## src/rtl/mm_pkg.sv

```systemverilog
package mm_pkg;
    typedef enum logic [2:0] {
        ST_IDLE  = 3'd0,
        ST_CLEAR = 3'd1,
        ST_MAC   = 3'd2,
        ST_WRITE = 3'd3,
        ST_DONE  = 3'd4
    } mm_state_e;
endpackage

```

## src/rtl/mm_ram.sv

```systemverilog
module mm_ram #(
    parameter int W = 8,
    parameter int D = 16,
    localparam int AW = $clog2(D)
) (
    input  logic          clk,
    input  logic          we,
    input  logic [AW-1:0] addr,
    input  logic [W-1:0]  wdata,
    output logic [W-1:0]  rdata
);
    logic [W-1:0] mem_q [D];
    logic [W-1:0] rdata_q;

    always_ff @(posedge clk) begin
        if (we) mem_q[addr] <= wdata;
        rdata_q <= mem_q[addr];
    end

    assign rdata = rdata_q;
endmodule

```

## src/rtl/mm_mac.sv

```systemverilog
module mm_mac #(
    parameter int DW   = 8,
    parameter int ACCW = 19,
    localparam int CW  = 2 * DW
) (
    input  logic          clk,
    input  logic          rst_n,
    input  logic          valid,
    input  logic          first,
    input  logic [DW-1:0] a,
    input  logic [DW-1:0] b,
    output logic [CW-1:0] res
);
    logic signed [CW-1:0]   prod;
    logic signed [ACCW-1:0] prod_ext;
    logic signed [ACCW-1:0] sum;
    logic signed [ACCW-1:0] acc_d, acc_q;

    always_comb begin
        prod     = $signed(a) * $signed(b);
        prod_ext = {{(ACCW-CW){prod[CW-1]}}, prod};
        sum      = (first ? '0 : acc_q) + prod_ext;
        acc_d    = valid ? sum : acc_q;
        res      = sum[CW-1:0];
    end

    always_ff @(posedge clk) begin
        if (!rst_n) acc_q <= '0;
        else        acc_q <= acc_d;
    end

    // first product of a cell replaces, not adds to, the old sum
    assert_cell_restart_R4: assert property (@(posedge clk) disable iff (!rst_n)
        (valid && first) |=> (acc_q == $past(prod_ext)));
endmodule

```

## src/rtl/mm_ctrl.sv

```systemverilog
module mm_ctrl
    import mm_pkg::*;
#(
    parameter int N    = 4,
    localparam int NN  = N * N,
    localparam int AW  = $clog2(NN),
    localparam int IW  = $clog2(N)
) (
    input  logic          clk,
    input  logic          rst_n,
    input  logic          start,
    output logic [AW-1:0] a_addr,
    output logic [AW-1:0] b_addr,
    output logic [AW-1:0] c_addr,
    output logic          c_we,
    output logic          c_clr,
    output logic          rd_valid,
    output logic          rd_first,
    output logic          busy,
    output logic          ready
);
    localparam logic [IW-1:0] LAST_IDX  = IW'(N - 1);
    localparam logic [AW-1:0] LAST_CELL = AW'(NN - 1);
    localparam logic [AW-1:0] NW        = AW'(N);

    typedef struct packed {
        mm_state_e     st;
        logic [IW-1:0] i;
        logic [IW-1:0] j;
        logic [IW-1:0] k;
        logic [AW-1:0] cnt;
        logic          vld;
        logic          fst;
    } ctrl_t;

    ctrl_t d, q;

    always_comb begin
        d     = q;
        d.vld = (q.st == ST_MAC);
        d.fst = (q.k == '0);
        case (q.st)
            ST_IDLE, ST_DONE: begin
                if (start) begin
                    d.st  = ST_CLEAR;
                    d.cnt = '0;
                end
            end
            ST_CLEAR: begin
                d.cnt = q.cnt + 1'b1;
                if (q.cnt == LAST_CELL) begin
                    d.st = ST_MAC;
                    d.i  = '0;
                    d.j  = '0;
                    d.k  = '0;
                end
            end
            ST_MAC: begin
                if (q.k == LAST_IDX) begin
                    d.k  = '0;
                    d.st = ST_WRITE;
                end else begin
                    d.k = q.k + 1'b1;
                end
            end
            ST_WRITE: begin
                d.st = ST_MAC;
                if (q.j == LAST_IDX) begin
                    d.j = '0;
                    if (q.i == LAST_IDX) begin
                        d.i  = '0;
                        d.st = ST_DONE;
                    end else begin
                        d.i = q.i + 1'b1;
                    end
                end else begin
                    d.j = q.j + 1'b1;
                end
            end
            default: d.st = ST_IDLE;
        endcase
    end

    always_ff @(posedge clk) begin
        if (!rst_n) q <= '0;
        else        q <= d;
    end

    always_comb begin
        a_addr   = AW'(q.i) * NW + AW'(q.k);
        b_addr   = AW'(q.k) * NW + AW'(q.j);
        c_clr    = (q.st == ST_CLEAR);
        c_we     = (q.st == ST_CLEAR) || (q.st == ST_WRITE);
        c_addr   = c_clr ? q.cnt : (AW'(q.i) * NW + AW'(q.j));
        rd_valid = q.vld;
        rd_first = q.fst;
        busy     = (q.st == ST_CLEAR) || (q.st == ST_MAC) || (q.st == ST_WRITE);
        ready    = (q.st == ST_DONE);
    end

    // the clearing sweep moves one address per cycle
    assert_clear_step_R1: assert property (@(posedge clk) disable iff (!rst_n)
        (q.st == ST_CLEAR && $past(q.st) == ST_CLEAR) |-> (q.cnt == $past(q.cnt) + 1'b1));

    // the inner index advances by one on every consecutive product cycle
    assert_inner_step_R5: assert property (@(posedge clk) disable iff (!rst_n)
        (q.st == ST_MAC && $past(q.st) == ST_MAC) |-> (q.k == $past(q.k) + 1'b1));

    // products start only after the last clear address
    assert_clear_done_R1: assert property (@(posedge clk) disable iff (!rst_n)
        (q.st == ST_MAC && $past(q.st) == ST_CLEAR) |-> ($past(q.cnt) == LAST_CELL));
endmodule

```

## src/rtl/seq_matmul.sv

```systemverilog
module seq_matmul #(
    parameter int N    = 4,
    parameter int DW   = 8,
    localparam int NN   = N * N,
    localparam int AW   = $clog2(NN),
    localparam int CW   = 2 * DW,
    localparam int ACCW = CW + $clog2(N) + 1
) (
    input  logic          clk,
    input  logic          rst_n,
    input  logic          start,
    output logic          ready,
    input  logic          a_we,
    input  logic          b_we,
    input  logic [AW-1:0] ld_addr,
    input  logic [DW-1:0] ld_data,
    input  logic [AW-1:0] c_rd_addr,
    output logic [CW-1:0] c_rd_data
);
    logic [AW-1:0] eng_a_addr, eng_b_addr, eng_c_addr;
    logic          eng_c_we, eng_c_clr, rd_valid, rd_first, busy;
    logic [AW-1:0] a_addr, b_addr, c_addr;
    logic [DW-1:0] a_rdata, b_rdata;
    logic [CW-1:0] c_wdata, mac_res;

    mm_ctrl #(.N(N)) u_ctrl (
        .clk      (clk),
        .rst_n    (rst_n),
        .start    (start),
        .a_addr   (eng_a_addr),
        .b_addr   (eng_b_addr),
        .c_addr   (eng_c_addr),
        .c_we     (eng_c_we),
        .c_clr    (eng_c_clr),
        .rd_valid (rd_valid),
        .rd_first (rd_first),
        .busy     (busy),
        .ready    (ready)
    );

    always_comb begin
        a_addr  = busy ? eng_a_addr : ld_addr;
        b_addr  = busy ? eng_b_addr : ld_addr;
        c_addr  = busy ? eng_c_addr : c_rd_addr;
        c_wdata = eng_c_clr ? '0 : mac_res;
    end

    mm_ram #(.W(DW), .D(NN)) u_a_mem (
        .clk(clk), .we(a_we && !busy), .addr(a_addr), .wdata(ld_data), .rdata(a_rdata)
    );

    mm_ram #(.W(DW), .D(NN)) u_b_mem (
        .clk(clk), .we(b_we && !busy), .addr(b_addr), .wdata(ld_data), .rdata(b_rdata)
    );

    mm_ram #(.W(CW), .D(NN)) u_c_mem (
        .clk(clk), .we(eng_c_we), .addr(c_addr), .wdata(c_wdata), .rdata(c_rd_data)
    );

    mm_mac #(.DW(DW), .ACCW(ACCW)) u_mac (
        .clk   (clk),
        .rst_n (rst_n),
        .valid (rd_valid),
        .first (rd_first),
        .a     (a_rdata),
        .b     (b_rdata),
        .res   (mac_res)
    );

    // completion flag follows the write of the final C word
    assert_ready_last_R6: assert property (@(posedge clk) disable iff (!rst_n)
        $rose(ready) |-> ($past(eng_c_we) && !$past(eng_c_clr) && $past(eng_c_addr) == AW'(NN - 1)));

    // every clear-phase write stores zero
    assert_clear_zero_R1: assert property (@(posedge clk) disable iff (!rst_n)
        eng_c_clr |-> (eng_c_we && c_wdata == '0));
endmodule

```

## config.mk

```make
export PLATFORM = sky130hd
export DESIGN_NAME = seq_matmul
export DESIGN_NICKNAME = d
export VERILOG_FILES = /design/src/rtl/mm_pkg.sv /design/src/rtl/mm_ram.sv /design/src/rtl/mm_mac.sv /design/src/rtl/mm_ctrl.sv /design/src/rtl/seq_matmul.sv
export SDC_FILE = /design/constraint.sdc
export NUM_CORES = 1
export LEC_CHECK = 0
export BUFFER_PORTS_ARGS = -buffer_cell sky130_fd_sc_hd__buf_2
export CAP_MARGIN = 5
export CORE_MARGIN = 5
export CORE_UTILIZATION = 35
export CTS_CLUSTER_DIAMETER = 150
export DETAILED_ROUTE_END_ITERATION = 16
export GPL_TIMING_DRIVEN = 0
export PLACE_DENSITY = 0.46
export SETUP_SLACK_MARGIN = 0.05
export SYNTH_ARGS = -nofsm -noshare
export SYNTH_HDL_FRONTEND = slang
export SYNTH_SLANG_ARGS = --single-unit
```

## constraint.sdc

```tcl
create_clock -name clk -period 6 [get_ports clk]
set_input_delay 0.6 -clock clk [delete_from_list [all_inputs] [get_ports clk]]
set_output_delay 0.6 -clock clk [all_outputs]
set_load 0.02 [all_outputs]
```

**After elaboration in Yosys (flattened, before gate mapping)**

Memory sizes are Yosys's and may differ from the RTL's. A register that Yosys moved wholly into a read port is not among the register bits.
Index checks and enable logic that the tools add are counted.

- Logic and storage cells: 74
- Latch bits: 0
- RAM bits: 512
- Output and inout bits: 17
- Memories kept: 3
- Input bits: 21
- Memory bits (read-only): 0
- Register bits after elaboration: 34

Memories:

| name | depth | width | read ports | clocked after Yosys merged registers in | write ports | RTL line | RTL |
|---|---|---|---|---|---|---|---|
| u_c_mem.mem_q | 16 | 16 | 1 | 1 | 1 | mm_ram.sv:12 | `logic [W-1:0] mem_q [D];` |
| u_a_mem.mem_q | 16 | 8 | 1 | 1 | 1 | mm_ram.sv:12 |  |
| u_b_mem.mem_q | 16 | 8 | 1 | 1 | 1 | mm_ram.sv:12 |  |

- Reductions and logical operators: 17
- $mul: 1
- Multiplexer cells: 25
- Divide/modulo/power cells: 0
- Add/sub/neg operators: 8
- Bitwise operators: 0
- Magnitude comparators: 0
- Shift-type cells: 0
- Equal/unequal tests: 12

Operator list:

| operator | count |
|---|---|
| $mux 4 | 5 |
| $add 19x19->19 | 1 |
| $mux 19 | 1 |
| $mul 8x8->16 | 1 |
| $mux 16 | 1 |
| $pmux 4 s2 | 2 |
| $add 4x2->4 | 3 |
| $pmux 3 s4 | 1 |
| $mux 3 | 3 |
| $mux 9 | 1 |
| $add 2x1->2 const B | 3 |
| $eq 2x2->1 const B | 3 |
| $eq 3x2->1 const B | 2 |
| $mux 1 | 6 |
| $mux 2 | 3 |
| $reduce_and 2->1 | 3 |
| $reduce_and 3->1 | 2 |
| $reduce_bool 2->1 | 3 |
| $mux 5 | 1 |
| $add 4x1->4 const B | 1 |
| $eq 4x4->1 const B | 1 |
| $ne 2x1->1 const B | 2 |
| $ne 2x2->1 const B | 2 |
| $pmux 2 s2 | 1 |
| 8 further kinds | 11 |

**Depth between registers and ports, before layout**

- Depth in word-level cells: 7
- Mapped depth: 24
- Mapped depth without buffers: 24

**Hierarchy**

A second synthesis with hierarchy kept.

- Cells, all modules: 1477
- Area total of the unflattened synthesis: 25214.2 um2

Modules (own cells, without submodules):

| module | cells an instance | area an instance (um2) | sequential area each (um2) | instances |
|---|---|---|---|---|
| mm_ram (u_a_mem ...) | 230 | 5067.4 | 4003.8 | 2 |
| mm_ram (u_c_mem) | 434 | 10023.4 | 8007.7 | 1 |
| mm_mac | 458 | 3916.3 | 320.3 | 1 |
| mm_ctrl | 93 | 870.8 | 300.3 | 1 |
| seq_matmul | 32 | 269.0 | 0.0 | 1 |

**Least setup slack after synthesis**

Ideal clock, no wire load.

- Kind: flip-flop to flip-flop
- Start: register u_b_mem.rdata_q[2] (netlist: u_b_mem.rdata[2]), read port of u_b_mem.mem_q
- End: memory u_c_mem.mem_q[0][15] (netlist bit), data pin
- Data required time: 5723 ps
- Library setup time: 277 ps
- Arrival time: 5234 ps
- Period minus slack after synthesis: 5511 ps
- Cell stages (with the launch flop): 23
- Path buffers: 0
- Slack: 489 ps
- Path through: dfxtp_1 and2_1 fa_1 inv_1 fa_1 inv_1 fa_1 inv_1 fa_1 inv_1 ha_1 a21oi_1 o21ai_0 a21oi_1 o21ai_0 or4_1 nand3_1 ha_1 nand4_1 nor2_1 a211oi_1 xnor2_1 nor2_1

- Word-level cells in the longest chain between the ends: 3

RTL lines:

| element | RTL line | RTL |
|---|---|---|
| start: declaration | mm_ram.sv:13 | `logic [W-1:0] rdata_q;` |
| $mul 8x8->16 | mm_mac.sv:20 | `prod = $signed(a) * $signed(b);` |
| $add 19x19->19 | mm_mac.sv:22 | `sum = (first ? '0 : acc_q) + prod_ext;` |
| $mux 16 | seq_matmul.sv:45 | `c_wdata = eng_c_clr ? '0 : mac_res;` |
| net c_wdata[15] | seq_matmul.sv:24 | `logic [CW-1:0] c_wdata, mac_res;` |
| end: declaration | mm_ram.sv:12 |  |

The timed path passes the listed nets, and every way through them passes these cells.

**Worst setup path after layout**

- Start: register u_a_mem.rdata_q[5] (netlist: u_a_mem.rdata[5]), read port of u_a_mem.mem_q
- End: memory u_c_mem.mem_q[0][15] (netlist bit), data pin

- Word-level cells in the longest chain between the ends: 3

RTL lines:

| element | RTL line |
|---|---|
| start: declaration | mm_ram.sv:13 |
| $mul 8x8->16 | mm_mac.sv:20 |
| $add 19x19->19 | mm_mac.sv:22 |
| $mux 16 | seq_matmul.sv:45 |
| net c_wdata[15] | seq_matmul.sv:24 |

The timed path passes the listed nets, and every way through them passes these cells.

==> results.json <==
{
  "slowest_delay_ns": 0.53,
  "fmax_mhz": 176.1,
  "cts_buffers": 66,
  "critPathTopFamily": "adder cells",
  "grt_pass1_wl_mm": 86.54,
  "multi_input_area_mm2": 0.008280,
  "vias": 12790,
  "globalRouteOverflowTotal": 0,
  "remaining_drc_errors": 0,
  "drv_cap": 0,
  "dp_hpwl_mm": 39.45,
  "numClockSinks": 575,
  "cts_htree_levels": 3,
  "synth_top_cell_area_share_pct": 60.23,
  "r2r_setup_slack_ns": 0.32,
  "critPathArrivalTime_ns": 6.01,
  "synth_flop_cell": "edfxtp_1",
  "synth_cell_types": 62,
  "fp-row-count": 99,
  "dieHeight_um": 280.1,
  "final_core_util_pct": 40.64,
  "yosys-top-cells-area": "edfxtp_1 60%, mux4_2 7.3%, dfxtp_1 4.9%",
  "cp_slowest_cell": "fa_1",
  "critPathMaxFanout": 16,
  "synth_commonest_cells": "512 x edfxtp_1, 104 x inv_1, 103 x mux2i_1, 91 x nor2_1, 83 x mux4_2",
  "synth.avg_cell_area_um2": 17.24,
  "grt_pass1_vias": 13590,
  "cp.required_ns": 6.33,
  "crit_path_cell_trace": "and2_1 > fa_1 > inv_1 > fa_1 > inv_1 > fa_1 > inv_1 > fa_1 > inv_1 > ha_1 > a21oi_2 > o21ai_0 > a21oi_1 > o21ai_2 > or4_1 > nand3_1 > ha_1 > nand4_1 > nor2_1 > a211oi_2 > xnor2_2 > nor2_4 > buf_12",
  "root_buffer": "clkbuf_16",
  "synth.most_common_cell": "edfxtp_1",
  "finClkSkew_ns": 0.02353,
  "finalWirelength_mm": 57.12,
  "postCtsHoldBufs": 0,
  "clock_path_buffers": 3,
  "place.gp.congestion": 0.8012,
  "fill_cells": 6734,
  "area_delta_synth_final_pct": 15.56,
  "floorplan.initialDensity_pct": 35.17,
  "place_area_mm2": 0.02728,
  "clkTransAtPathRegs_ns": 0.06,
  "die_width_um": 280.1,
  "antenna_found_initial": 1,
  "seq_area_mm2": 0.01665,
  "ant_nets": 0,
  "status": "complete, no violations",
  "syn_inst": 1481,
  "yosysWarnings": 0,
  "wl_per_cell_um": 21.87,
  "crit_buf_inv": 5,
  "period_minus_slack_ns": 5.678,
  "worstMarginPinSlew_ns": 1.149,
  "dieArea_mm2": 0.07844,
  "worstSetupPathType": "reg2reg",
  "finalHoldViolCount": 0,
  "max_slew_margin_pct": 23.27,
  "synthesis.nets": 1607,
  "ys_ff_latch": 575,
  "grt_setup_unrepaired": "yes",
  "grt.total_usage_pct": 14.59,
  "ys_seq_area_share_pct": 65.17,
  "syn_area_mm2": 0.02553,
  "nNetsFinal": 1729,
  "stdcell_area_mm2": 0.02950,
  "viasPerCell": 4.898,
  "drtIter0Drc": 702,
  "cts_tree": "done",
  "min-delay-path-class": "in2reg",
  "io_pins": 38,
  "synth-async-reset-ratio_pct": 0,
  "critPathLaunchType": "flop",
  "core_area_mm2": 0.07259,
  "slew_viol_final": 0,
  "endpoint_kind": "flop",
  "layout-drive-gt1-share_pct": 19.49,
  "grt_max_degree": 33,
  "clock_latency_ns": 0.59,
  "synth_edf_count": 512,
  "timing.final.crit_share_pct": 94.64,
  "numPortBuffers": 36,
  "yosysTopAreaCell": "edfxtp_1",
  "dr.pass1.iters": 5,
  "final-setup-viol-count": 0
}
[cell families after synthesis]
| logic type | synth area share [%] |
|---|---|
| flops | 65.17 |
| simple gates | 5.646 |
| mux | 16.08 |
| buf+inv | 2.838 |
| fa+ha+maj | 6.793 |
| compound gates | 2.617 |
| xor+xnor | 0.8577 |
[per-layer routing]
layer	GRT usage (%)	up-vias	part of all wire, %
met2	24.39	172	49
met3	2.380	77	2.9
met4	3.533	2	2.0
li1	-	5925	-
met5	0	-	0.012
met1	20.19	6618	46
[worst paths after layout]
path,from,end,depth (start not counted)
setup / recovery,u_a_mem.rdata[5]$_DFF_P_,u_c_mem.mem_q[0][15]$_DFFE_PP_,23
hold / removal,start,u_ctrl.q[12]$_SDFFE_PN0P_,4
setup reg to reg,u_a_mem.rdata[5]$_DFF_P_,u_c_mem.mem_q[0][15]$_DFFE_PP_,23
hold reg to reg,u_mac.acc_q[1]$_SDFFE_PN0P_,u_mac.acc_q[1]$_SDFFE_PN0P_,1
[flip-flops by register name (all words and copies together), names as in the netlist]
name and count:
u_c_mem.rdata 16, u_b_mem.rdata 8, u_c_mem.mem_q 256, u_ctrl.q 13, u_mac.acc_q 16, u_ctrl.rd_valid 1, u_ctrl.rd_first 1, u_b_mem.mem_q 128
u_a_mem.rdata 8, u_a_mem.mem_q 128
[tightest hold or removal path, stage by stage]
cell     delay (ns)
buf_2          0.14
nand2_1        0.08
o21ai_0        0.07
and2_1         0.12
[layout make-up]
class                      count  area share (%)
antenna                        1        0.008483
buffer                        53           1.132
clock buffer                  87           6.103
clock inverter                30           1.069
inverter                     104           1.323
multi-input combinational    749           28.07
sequential                   575           56.44
tap                          959           4.068
timing repair buffer          54           1.786
[metrics by stage]
step | TNS [ns] | std cells | hold WS (ns) | setup WS (ns)
2_1_floorplan | 0 | 1481 | 0.4451 | 0.4893
5_1_grt | 0 | 2611 | 0.4597 | 0.04910
3_5_place_dp | -21.52 | 2493 | 0.4727 | -0.5791
4_1_cts | -0.9230 | 2611 | 0.4144 | -0.06495
3_3_place_gp | -19.39 | 2476 | 0.4637 | -0.5279
6_report | 0 | 2612 | 0.4462 | 0.3217
[cell usage in the layout (no fill, tap or decap), types with 5 or more instances in the layout]
master / Yosys / routed
nor2_1: 91 / 70
mux4_2: 83 / 83
a21oi_1: 23 / 21
clkinv_1: 0 / 9
inv_1: 104 / 104
clkbuf_16: 0 / 66
xnor2_1: 18 / 17
nand3_1: 14 / 14
fa_1: 56 / 55
o21a_1: 6 / 6
xor2_1: 7 / 7
buf_8: 0 / 10
nor2b_1: 23 / 23
nand2_1: 45 / 45
clkbuf_8: 0 / 7
ha_1: 49 / 48
edfxtp_1: 512 / 512
mux4_1: 45 / 45
nand4_1: 7 / 7
dfxtp_1: 63 / 52
a21o_1: 6 / 6
o21ai_0: 25 / 22
buf_16: 0 / 6
bufinv_16: 0 / 5
nor3_1: 9 / 8
buf_1: 5 / 5
nand3b_1: 5 / 5
buf_2: 18 / 54
and3_1: 5 / 5
buf_6: 13 / 14
inv_6: 0 / 5
clkbuf_1: 13 / 27
and2_1: 52 / 52
nand2b_1: 14 / 14
clkinv_2: 0 / 7
mux2i_1: 103 / 103
nor2_2: 2 / 19
a22oi_1: 7 / 7
dfxtp_2: 0 / 11
[repair_timing]
| action | in CTS | in global routing |
|---|---|---|
| cloned | 0 | 0 |
| buffers inserted | 1 | 0 |
| setup endpoints to repair | 80 | 97 |
| resized for setup | 7 | 26 |
| hold endpoints to repair | 0 | 0 |
| pin swaps | 0 | 3 |
Power is not shown: default switching activity piles up to over one toggle a cycle in this logic, so the estimate is an artifact.
